--- config.mk ---
export PLATFORM = sky130hd
export DESIGN_NAME = mux_bus_seq
export DESIGN_NICKNAME = d
export VERILOG_FILES = /design/src/rtl/mux_bus_pkg.sv /design/src/rtl/mux_bus_ctrl.sv /design/src/rtl/mux_bus_dp.sv /design/src/rtl/mux_bus_seq.sv
export SDC_FILE = /design/constraint.sdc
export NUM_CORES = 1
export LEC_CHECK = 0
export BUFFER_PORTS_ARGS = -buffer_cell sky130_fd_sc_hd__buf_2
export CAP_MARGIN = 10
export CELL_PAD_IN_SITES_DETAIL_PLACEMENT = 0
export CELL_PAD_IN_SITES_GLOBAL_PLACEMENT = 2
export CORE_ASPECT_RATIO = 1.25
export CORE_MARGIN = 8
export CORE_UTILIZATION = 25
export CTS_CLUSTER_DIAMETER = 60
export DETAILED_ROUTE_END_ITERATION = 10
export GPL_ROUTABILITY_DRIVEN = 0
export PLACE_DENSITY = 0.71
export SYNTH_ARGS = -nofsm -noshare
export SYNTH_HDL_FRONTEND = slang
export SYNTH_SLANG_ARGS = --single-unit
--- constraint.sdc ---
create_clock -name clk -period 2.5 [get_ports clk]
set_input_delay 0 -clock clk [delete_from_list [all_inputs] [get_ports clk]]
set_output_delay 0 -clock clk [all_outputs]
set_load 0.05 [all_outputs]
--- src/rtl/mux_bus_pkg.sv ---
package mux_bus_pkg;
  typedef enum logic [2:0] {
    PH_IDLE = 3'd0,
    PH_T1   = 3'd1,
    PH_T2   = 3'd2,
    PH_T3   = 3'd3,
    PH_TW   = 3'd4,
    PH_T4   = 3'd5,
    PH_HOLD = 3'd6
  } phase_t;

  // strobes from control to datapath
  typedef struct packed {
    logic load;        // take the request fields
    logic capture;     // sample read data
    logic addrPhase;   // T1
    logic statusPhase; // T2..T4 including waits
    logic rdOn;
    logic wrOn;
  } ctl_t;
endpackage

--- src/rtl/mux_bus_ctrl.sv ---
module mux_bus_ctrl
  import mux_bus_pkg::*;
(
  input  logic clk,
  input  logic rstN,
  input  logic reqValid,
  input  logic ready,
  input  logic holdReq,
  input  logic curWrite,
  output ctl_t ctl,
  output logic reqAccept,
  output logic holdAck,
  output logic done
);
  phase_t phase, phaseNext;
  logic   atBoundary;
  logic   strobeWindow;

  assign atBoundary   = (phase == PH_IDLE) || (phase == PH_T4);
  assign reqAccept    = atBoundary && !holdReq && reqValid;
  assign strobeWindow = (phase == PH_T2) || (phase == PH_T3) || (phase == PH_TW);

  always_comb begin
    phaseNext = phase;
    unique case (phase)
      PH_IDLE, PH_T4: begin
        if (holdReq)       phaseNext = PH_HOLD;
        else if (reqValid) phaseNext = PH_T1;
        else               phaseNext = PH_IDLE;
      end
      PH_T1:   phaseNext = PH_T2;
      PH_T2:   phaseNext = PH_T3;
      PH_T3,
      PH_TW:   phaseNext = ready ? PH_T4 : PH_TW;
      PH_HOLD: phaseNext = holdReq ? PH_HOLD : PH_IDLE;
      default: phaseNext = PH_IDLE;
    endcase
  end

  always_ff @(posedge clk or negedge rstN) begin
    if (!rstN) phase <= PH_IDLE;
    else       phase <= phaseNext;
  end

  always_comb begin
    ctl.load        = reqAccept;
    ctl.capture     = ((phase == PH_T3) || (phase == PH_TW)) && ready && !curWrite;
    ctl.addrPhase   = (phase == PH_T1);
    ctl.statusPhase = strobeWindow || (phase == PH_T4);
    ctl.rdOn        = strobeWindow && !curWrite;
    ctl.wrOn        = strobeWindow && curWrite;
  end

  assign holdAck = (phase == PH_HOLD);
  assign done    = (phase == PH_T4);
endmodule

--- src/rtl/mux_bus_dp.sv ---
module mux_bus_dp
  import mux_bus_pkg::*;
#(
  parameter int ADDR_W = 20,
  parameter int DATA_W = 16,
  parameter int SEG_W  = 2
) (
  input  logic              clk,
  input  logic              rstN,
  input  ctl_t              ctl,
  input  logic              reqWrite,
  input  logic              reqIo,
  input  logic              reqWord,
  input  logic [ADDR_W-1:0] reqAddr,
  input  logic [SEG_W-1:0]  reqSeg,
  input  logic [DATA_W-1:0] reqWdata,
  input  logic              intEnable,
  input  logic [DATA_W-1:0] busAdIn,
  output logic              curWrite,
  output logic [DATA_W-1:0] busAdOut,
  output logic              busAdOe,
  output logic [ADDR_W-DATA_W-1:0] busHiOut,
  output logic              busHiOe,
  output logic              bheN,
  output logic              bheOe,
  output logic              ale,
  output logic              rdN,
  output logic              wrN,
  output logic              ioM,
  output logic [DATA_W-1:0] rdData
);
  localparam int HI_W  = ADDR_W - DATA_W;
  localparam int PAD_W = HI_W - SEG_W - 1;

  logic [ADDR_W-1:0] addrQ;
  logic [SEG_W-1:0]  segQ;
  logic [DATA_W-1:0] wdataQ;
  logic              ioQ, wordQ, ieQ;
  logic              active;
  logic [HI_W-1:0]   hiAddr, hiStatus;

  always_ff @(posedge clk or negedge rstN) begin
    if (!rstN) begin
      addrQ    <= '0;
      segQ     <= '0;
      wdataQ   <= '0;
      ioQ      <= 1'b0;
      wordQ    <= 1'b0;
      curWrite <= 1'b0;
    end else if (ctl.load) begin
      addrQ    <= reqAddr;
      segQ     <= reqSeg;
      wdataQ   <= reqWdata;
      ioQ      <= reqIo;
      wordQ    <= reqWord;
      curWrite <= reqWrite;
    end
  end

  // interrupt-enable status bit refreshed on every clock
  always_ff @(posedge clk or negedge rstN) begin
    if (!rstN) ieQ <= 1'b0;
    else       ieQ <= intEnable;
  end

  always_ff @(posedge clk or negedge rstN) begin
    if (!rstN)            rdData <= '0;
    else if (ctl.capture) rdData <= busAdIn;
  end

  assign active   = ctl.addrPhase || ctl.statusPhase;
  assign hiAddr   = ioQ ? '0 : addrQ[ADDR_W-1:DATA_W];
  assign hiStatus = {{PAD_W{1'b0}}, ieQ, segQ};

  always_comb begin
    if (ctl.addrPhase)                    busAdOut = addrQ[DATA_W-1:0];
    else if (ctl.statusPhase && curWrite) busAdOut = wdataQ;
    else                                  busAdOut = '0;
  end

  always_comb begin
    if (ctl.addrPhase)        busHiOut = hiAddr;
    else if (ctl.statusPhase) busHiOut = hiStatus;
    else                      busHiOut = '0;
  end

  assign busAdOe = ctl.addrPhase || (ctl.statusPhase && curWrite);
  assign busHiOe = active;
  assign bheOe   = active;
  assign bheN    = active ? !(wordQ || addrQ[0]) : 1'b1;
  assign ale     = ctl.addrPhase;
  assign rdN     = !ctl.rdOn;
  assign wrN     = !ctl.wrOn;
  assign ioM     = active && ioQ;
endmodule

--- src/rtl/mux_bus_seq.sv ---
module mux_bus_seq
  import mux_bus_pkg::*;
#(
  parameter int ADDR_W = 20,
  parameter int DATA_W = 16,
  parameter int SEG_W  = 2
) (
  input  logic              clk,
  input  logic              rstN,
  input  logic              reqValid,
  input  logic              reqWrite,
  input  logic              reqIo,
  input  logic              reqWord,
  input  logic [ADDR_W-1:0] reqAddr,
  input  logic [SEG_W-1:0]  reqSeg,
  input  logic [DATA_W-1:0] reqWdata,
  input  logic              intEnable,
  input  logic              ready,
  input  logic              holdReq,
  input  logic [DATA_W-1:0] busAdIn,
  output logic              reqAccept,
  output logic [DATA_W-1:0] busAdOut,
  output logic              busAdOe,
  output logic [ADDR_W-DATA_W-1:0] busHiOut,
  output logic              busHiOe,
  output logic              bheN,
  output logic              bheOe,
  output logic              ale,
  output logic              rdN,
  output logic              wrN,
  output logic              ioM,
  output logic              holdAck,
  output logic              done,
  output logic [DATA_W-1:0] rdData
);
  ctl_t ctl;
  logic curWrite;

  mux_bus_ctrl u_ctrl (
    .clk       (clk),
    .rstN      (rstN),
    .reqValid  (reqValid),
    .ready     (ready),
    .holdReq   (holdReq),
    .curWrite  (curWrite),
    .ctl       (ctl),
    .reqAccept (reqAccept),
    .holdAck   (holdAck),
    .done      (done)
  );

  mux_bus_dp #(.ADDR_W(ADDR_W), .DATA_W(DATA_W), .SEG_W(SEG_W)) u_dp (
    .clk       (clk),
    .rstN      (rstN),
    .ctl       (ctl),
    .reqWrite  (reqWrite),
    .reqIo     (reqIo),
    .reqWord   (reqWord),
    .reqAddr   (reqAddr),
    .reqSeg    (reqSeg),
    .reqWdata  (reqWdata),
    .intEnable (intEnable),
    .busAdIn   (busAdIn),
    .curWrite  (curWrite),
    .busAdOut  (busAdOut),
    .busAdOe   (busAdOe),
    .busHiOut  (busHiOut),
    .busHiOe   (busHiOe),
    .bheN      (bheN),
    .bheOe     (bheOe),
    .ale       (ale),
    .rdN       (rdN),
    .wrN       (wrN),
    .ioM       (ioM),
    .rdData    (rdData)
  );
endmodule

Word level (Yosys, flattened, before mapping). Index checks and enable logic that the tools add are counted.

$add $sub $neg: 0. Multiply operators: 0. Div/mod/pow operators: 0. $lt $le $gt $ge: 0. Eq/ne operators: 6. Shift operators: 0. Muxes and demuxes: 11. Bitwise operators: 0. Reductions and logical operators: 24.

Operators with widths (number): $mux W16 (2); $pmux W3 S5 (1); $eq A3 B3 Y1 const B (3); $mux W3 (3); $logic_and A1 B1 Y1 (8); $logic_or A1 B1 Y1 (8); $mux W4 (2); $eq A3 B2 Y1 const B (2); $logic_not A1 Y1 (5); $reduce_or A2 Y1 (2); $eq A3 B1 Y1 const B (1); $logic_not A3 Y1 (1); $mux W1 (3).

Flip-flop bits (word level): 61. Latch bits: 0. Memory bits (writable): 0. Memory bits (read-only): 0. Output and inout bits: 47. Logic and storage cells: 50. Memories: 0.

Depth between registers and ports, before layout.
Depth after elaboration: 7. Mapped depth: 5. Mapped depth without buffers: 4.

By module. Synthesis repeated with hierarchy kept, for this count alone.

Cells, all modules: 227. Area, all modules: 3035.4 µm².

By module, submodules not included: mux_bus_dp (times used 1, cells an instance 193, area an instance 2766.4 µm², sequential area each 1451.4 µm²); mux_bus_ctrl (times used 1, cells an instance 34, area an instance 269.0 µm², sequential area each 75.1 µm²).

Worst setup path after synthesis. Ideal clock, no wire load.

Path kind: reg2out. Start: reg u_ctrl.phase[1]. End: out busHiOut[2]. Data arrival time: 2.087 ns. Required time: 2.500 ns. Slack: 0.413 ns. Stages on the path, launching flop included: 6. Buffers on the path: 2. Cell sequence: dfrtp_1 buf_4 nor3b_2 buf_2 nand3b_1 a21oi_1.

Elaborated cells between the ends (all ways): 10. Those cells by class: eq/ne: 5; mux: 2; reduce/logical: 3.

RTL lines: start, declared (RTL line mux_bus_ctrl.sv:15) `phase_t phase, phaseNext;`; start signal, assigned (RTL line mux_bus_ctrl.sv:42) `else phase <= phaseNext;`; $eq A3 B1 Y1 (RTL line mux_bus_ctrl.sv:48) `ctl.addrPhase = (phase == PH_T1);`; via ale (RTL line mux_bus_seq.sv:28) `output logic ale,`; $mux W4 (RTL line mux_bus_dp.sv:82) `if (ctl.addrPhase) busHiOut = hiAddr;`; end, declared (RTL line mux_bus_seq.sv:24) `output logic [ADDR_W-DATA_W-1:0] busHiOut,`.

The timed path passes the listed nets, and every way through them passes these cells.

Worst setup path in the final report.
Start: reg u_ctrl.phase[2]. End: out busAdOut[13].

Cells in the longest elaborated chain, start to end: 7. Elaborated cells between the ends (all ways): 11. Those cells by class: eq/ne: 5; mux: 2; reduce/logical: 4.

RTL lines: $eq A3 B2 Y1 (RTL line mux_bus_ctrl.sv:21) `assign strobeWindow = (phase == PH_T2) || (phase == PH_T3) || (phase == PH_TW);`; $logic_or A1 B1 Y1 (2 in series) (RTL line mux_bus_ctrl.sv:21); $logic_or A1 B1 Y1 (RTL line mux_bus_ctrl.sv:49) `ctl.statusPhase = strobeWindow || (phase == PH_T4);`; $logic_and A1 B1 Y1 (RTL line mux_bus_dp.sv:77) `else if (ctl.statusPhase && curWrite) busAdOut = wdataQ;`; $mux W16 (RTL line mux_bus_dp.sv:77); $mux W16 (*) (RTL line mux_bus_dp.sv:76) `if (ctl.addrPhase) busAdOut = addrQ[DATA_W-1:0];`; end, declared (RTL line mux_bus_seq.sv:22) `output logic [DATA_W-1:0] busAdOut,`.

Mark *: on every way between the ends. The rest lies on a longest branch, timed or not.

==> reports/qor.txt <==
Outcome = finished clean
Vias/cell = 4.56
CTS Hold Bufs = 44
I/O pin count = 110
Worst-path maximum fanout = 17
1st-iter DRT viols = 89
Total Power = 6.70 mW
Post-Syn Nets = 316
Yosys warnings = 0
CTS H-tree lvls = 3
Clk slew on worst S/H paths = 0.05 ns
Lkg Pwr = 2.06 nW
Die Wd = 115 um
Worst r2r dst = u_dp.rdData[0]
Post-layout min period = 2.09 ns
Hold EP = u_dp.rdData[6]
Worst path arrival time = 2.09 ns
GRT Overall Usage = 0.115
Final Max Slew Viols = 0
Most frequent cells in the layout = buf_2 (109), dfrtp_1 (61), dlygate4sd3_1 (44)
Fill cells = 1,246
Slew HR = 0.485
Standard-cell rows = 45
Post-synth EDFFs = 0
Distinct cells, synth = 39
First-pass GRT wire length = 14.7 mm
Multi-input logic area = 1330 sq um
Initial antenna violation count = 0
PostCTS Resize Cnt = 0
Most common cell after layout, fill and taps aside = buf_2
Post-DP Area = 3770 sq um
Primary FF master, synth = dfrtp_1
Max clock buf depth = 2
DRT Wirelength = 9.05 mm
Share of the synthesized area in the top cell type = 0.500
CP startpoint kind = flip-flop
Via count = 2,602
Nets = 465
HP Start = busAdIn[6]
Die height = 140 um
Sequential fraction of the synthesis area = 0.500
Worst Hold Depth = 3
Drt pass-1 iters = 4
Yosys reg bits = 61
Worst r2r src = u_ctrl.phase[0]
Postcts setup bufs = 0
Critical path class = reg2out
Area delta synth->final = 46.1%
Final hold vios = 0
Worst Path Required = 2.50 ns
Hold slack = 0.0322 ns
Synth area leader = dfrtp_1
R2R Setup Slk = 0.67 ns
DPL Wire Length = 6.17 mm
Final ANT Viol Nets = 0
Clock Latency Late Sink = 0.32 ns
Reg area = 1530 sq um
Syn Area/Cell = 12.1 sq um
Kind of end point of the critical path = primary output
PwrDens = 1500 nW/um^2
Worst Clk Skew = 0.00447 ns
Starting density of the core = 0.254
Root Buffer Master = clkbuf_16
CTS tree = built
Clock sinks = 61
Share of layout cells above drive strength 1 = 0.452
Actual slew at the worst max-slew pin = 0.773 ns
WL/cell = 15.9 um
Synthesized area = 3060 sq um
Asr flop ratio synth = 1.00
Number of global-route vias before repair = 2,843
IO Port Bufs = 109
Die area = 16,000 sq um
Final setup violating endpoints = 0
R2R depth = 4
Drt drc = 0
GRT overflow = 0
Top cells by area, synth = dfrtp_1 (50%), mux2_2 (14%), a221oi_2 (4.9%)
Worst hold path class = in2reg
Fin crit share = 0.836
RSZ-0062 raised after global routing = false
Fmax = 0.478 GHz
Core footprint = 12,000 sq um
Final instance area = 4460 sq um
Max-cap violation count = 0
Worst VDD drop = 0.520 mV
ANT cells = 0
Largest net degree at the start of global routing = 44
Cell count after synthesis = 253
Origin of the worst setup path = u_ctrl.phase[2]
CTS Buf Count = 9
Setup TNS = 0 ns
Fin util = 0.370
[cells by family after synthesis]
logic type | after synthesis | share of synthesized area
AO/OA/AOI/OAI | 66 | 0.198
multiplexers | 41 | 0.151
buffers and inverters | 43 | 0.0680
AND/OR/NAND/NOR | 42 | 0.0831
flip-flops | 61 | 0.500
[layer usage]
layer,share of wire,global-route usage,wire length [um],up-vias
met4,0.010,0.0374,92,0
met3,0.065,0.0385,591,6
met1,0.45,0.140,4080,1263
met5,0,0,0,-
li1,-,-,-,1253
met2,0.47,0.186,4290,80
[area by class of cell]
class / count / share of cell area
clock inverter: 2 / 0.00224
inverter: 19 / 0.0160
timing repair buffer: 162 / 0.242
tap: 164 / 0.0460
sequential: 61 / 0.342
multi-input combinational: 149 / 0.297
clock buffer: 14 / 0.0547
[Yosys cell counts, types with 2 or more instances]
master / instances
a211oi_1: 2
a21oi_1: 5
a221oi_1: 6
a221oi_2: 10
a22o_1: 16
buf_2: 10
buf_4: 3
buf_6: 3
clkbuf_1: 7
dfrtp_1: 61
inv_1: 19
mux2_1: 3
mux2_2: 38
nand2_1: 4
nand2b_1: 3
nand3b_1: 3
nor2_1: 3
nor3_1: 17
o21ai_0: 5
o32ai_1: 16
[per-stage QoR]
step | cells | worst slack (ns)
4_1_cts | 571 | 0.362
6_report | 571 | 0.409
5_1_grt | 571 | 0.253
3_5_place_dp | 511 | 0.688
3_3_place_gp | 511 | 0.727
2_1_floorplan | 253 | 0.413
[worst max-delay path, stage by stage, from the launching register on]
cell	delay (ns)
dfrtp_1	0.57
nor2b_1	0.33
o21a_1	0.17
buf_4	0.24
a22o_1	0.18
buf_2	0.26
[power breakdown]
| part | internal, mW | leakage [nW] | switching (mW) |
|---|---|---|---|
| Clock | 0.668 | 0.125 | 0.409 |
| Combinational | 1.26 | 1.20 | 2.51 |
| Sequential | 1.49 | 0.732 | 0.356 |
[worst max-delay path by stage]
stage	to	cells past startpoint
finish	busAdOut[13]	5
global route	busAdOut[13]	5
CTS	busAdOut[14]	5
detailed placement	u_dp.rdData[3]	4
global placement	u_dp.rdData[3]	4
floorplan	busHiOut[2]	5
[flip-flops by register name, indices dropped and copies added, names as in the netlist]
register / count
u_dp.segQ: 2
u_dp.curWrite: 1
u_dp.addrQ: 20
u_ctrl.phase: 3
u_dp.rdData: 16
u_dp.ioQ: 1
u_dp.wordQ: 1
u_dp.ieQ: 1
u_dp.wdataQ: 16
Note: power is estimated with default switching activity, not from simulation.
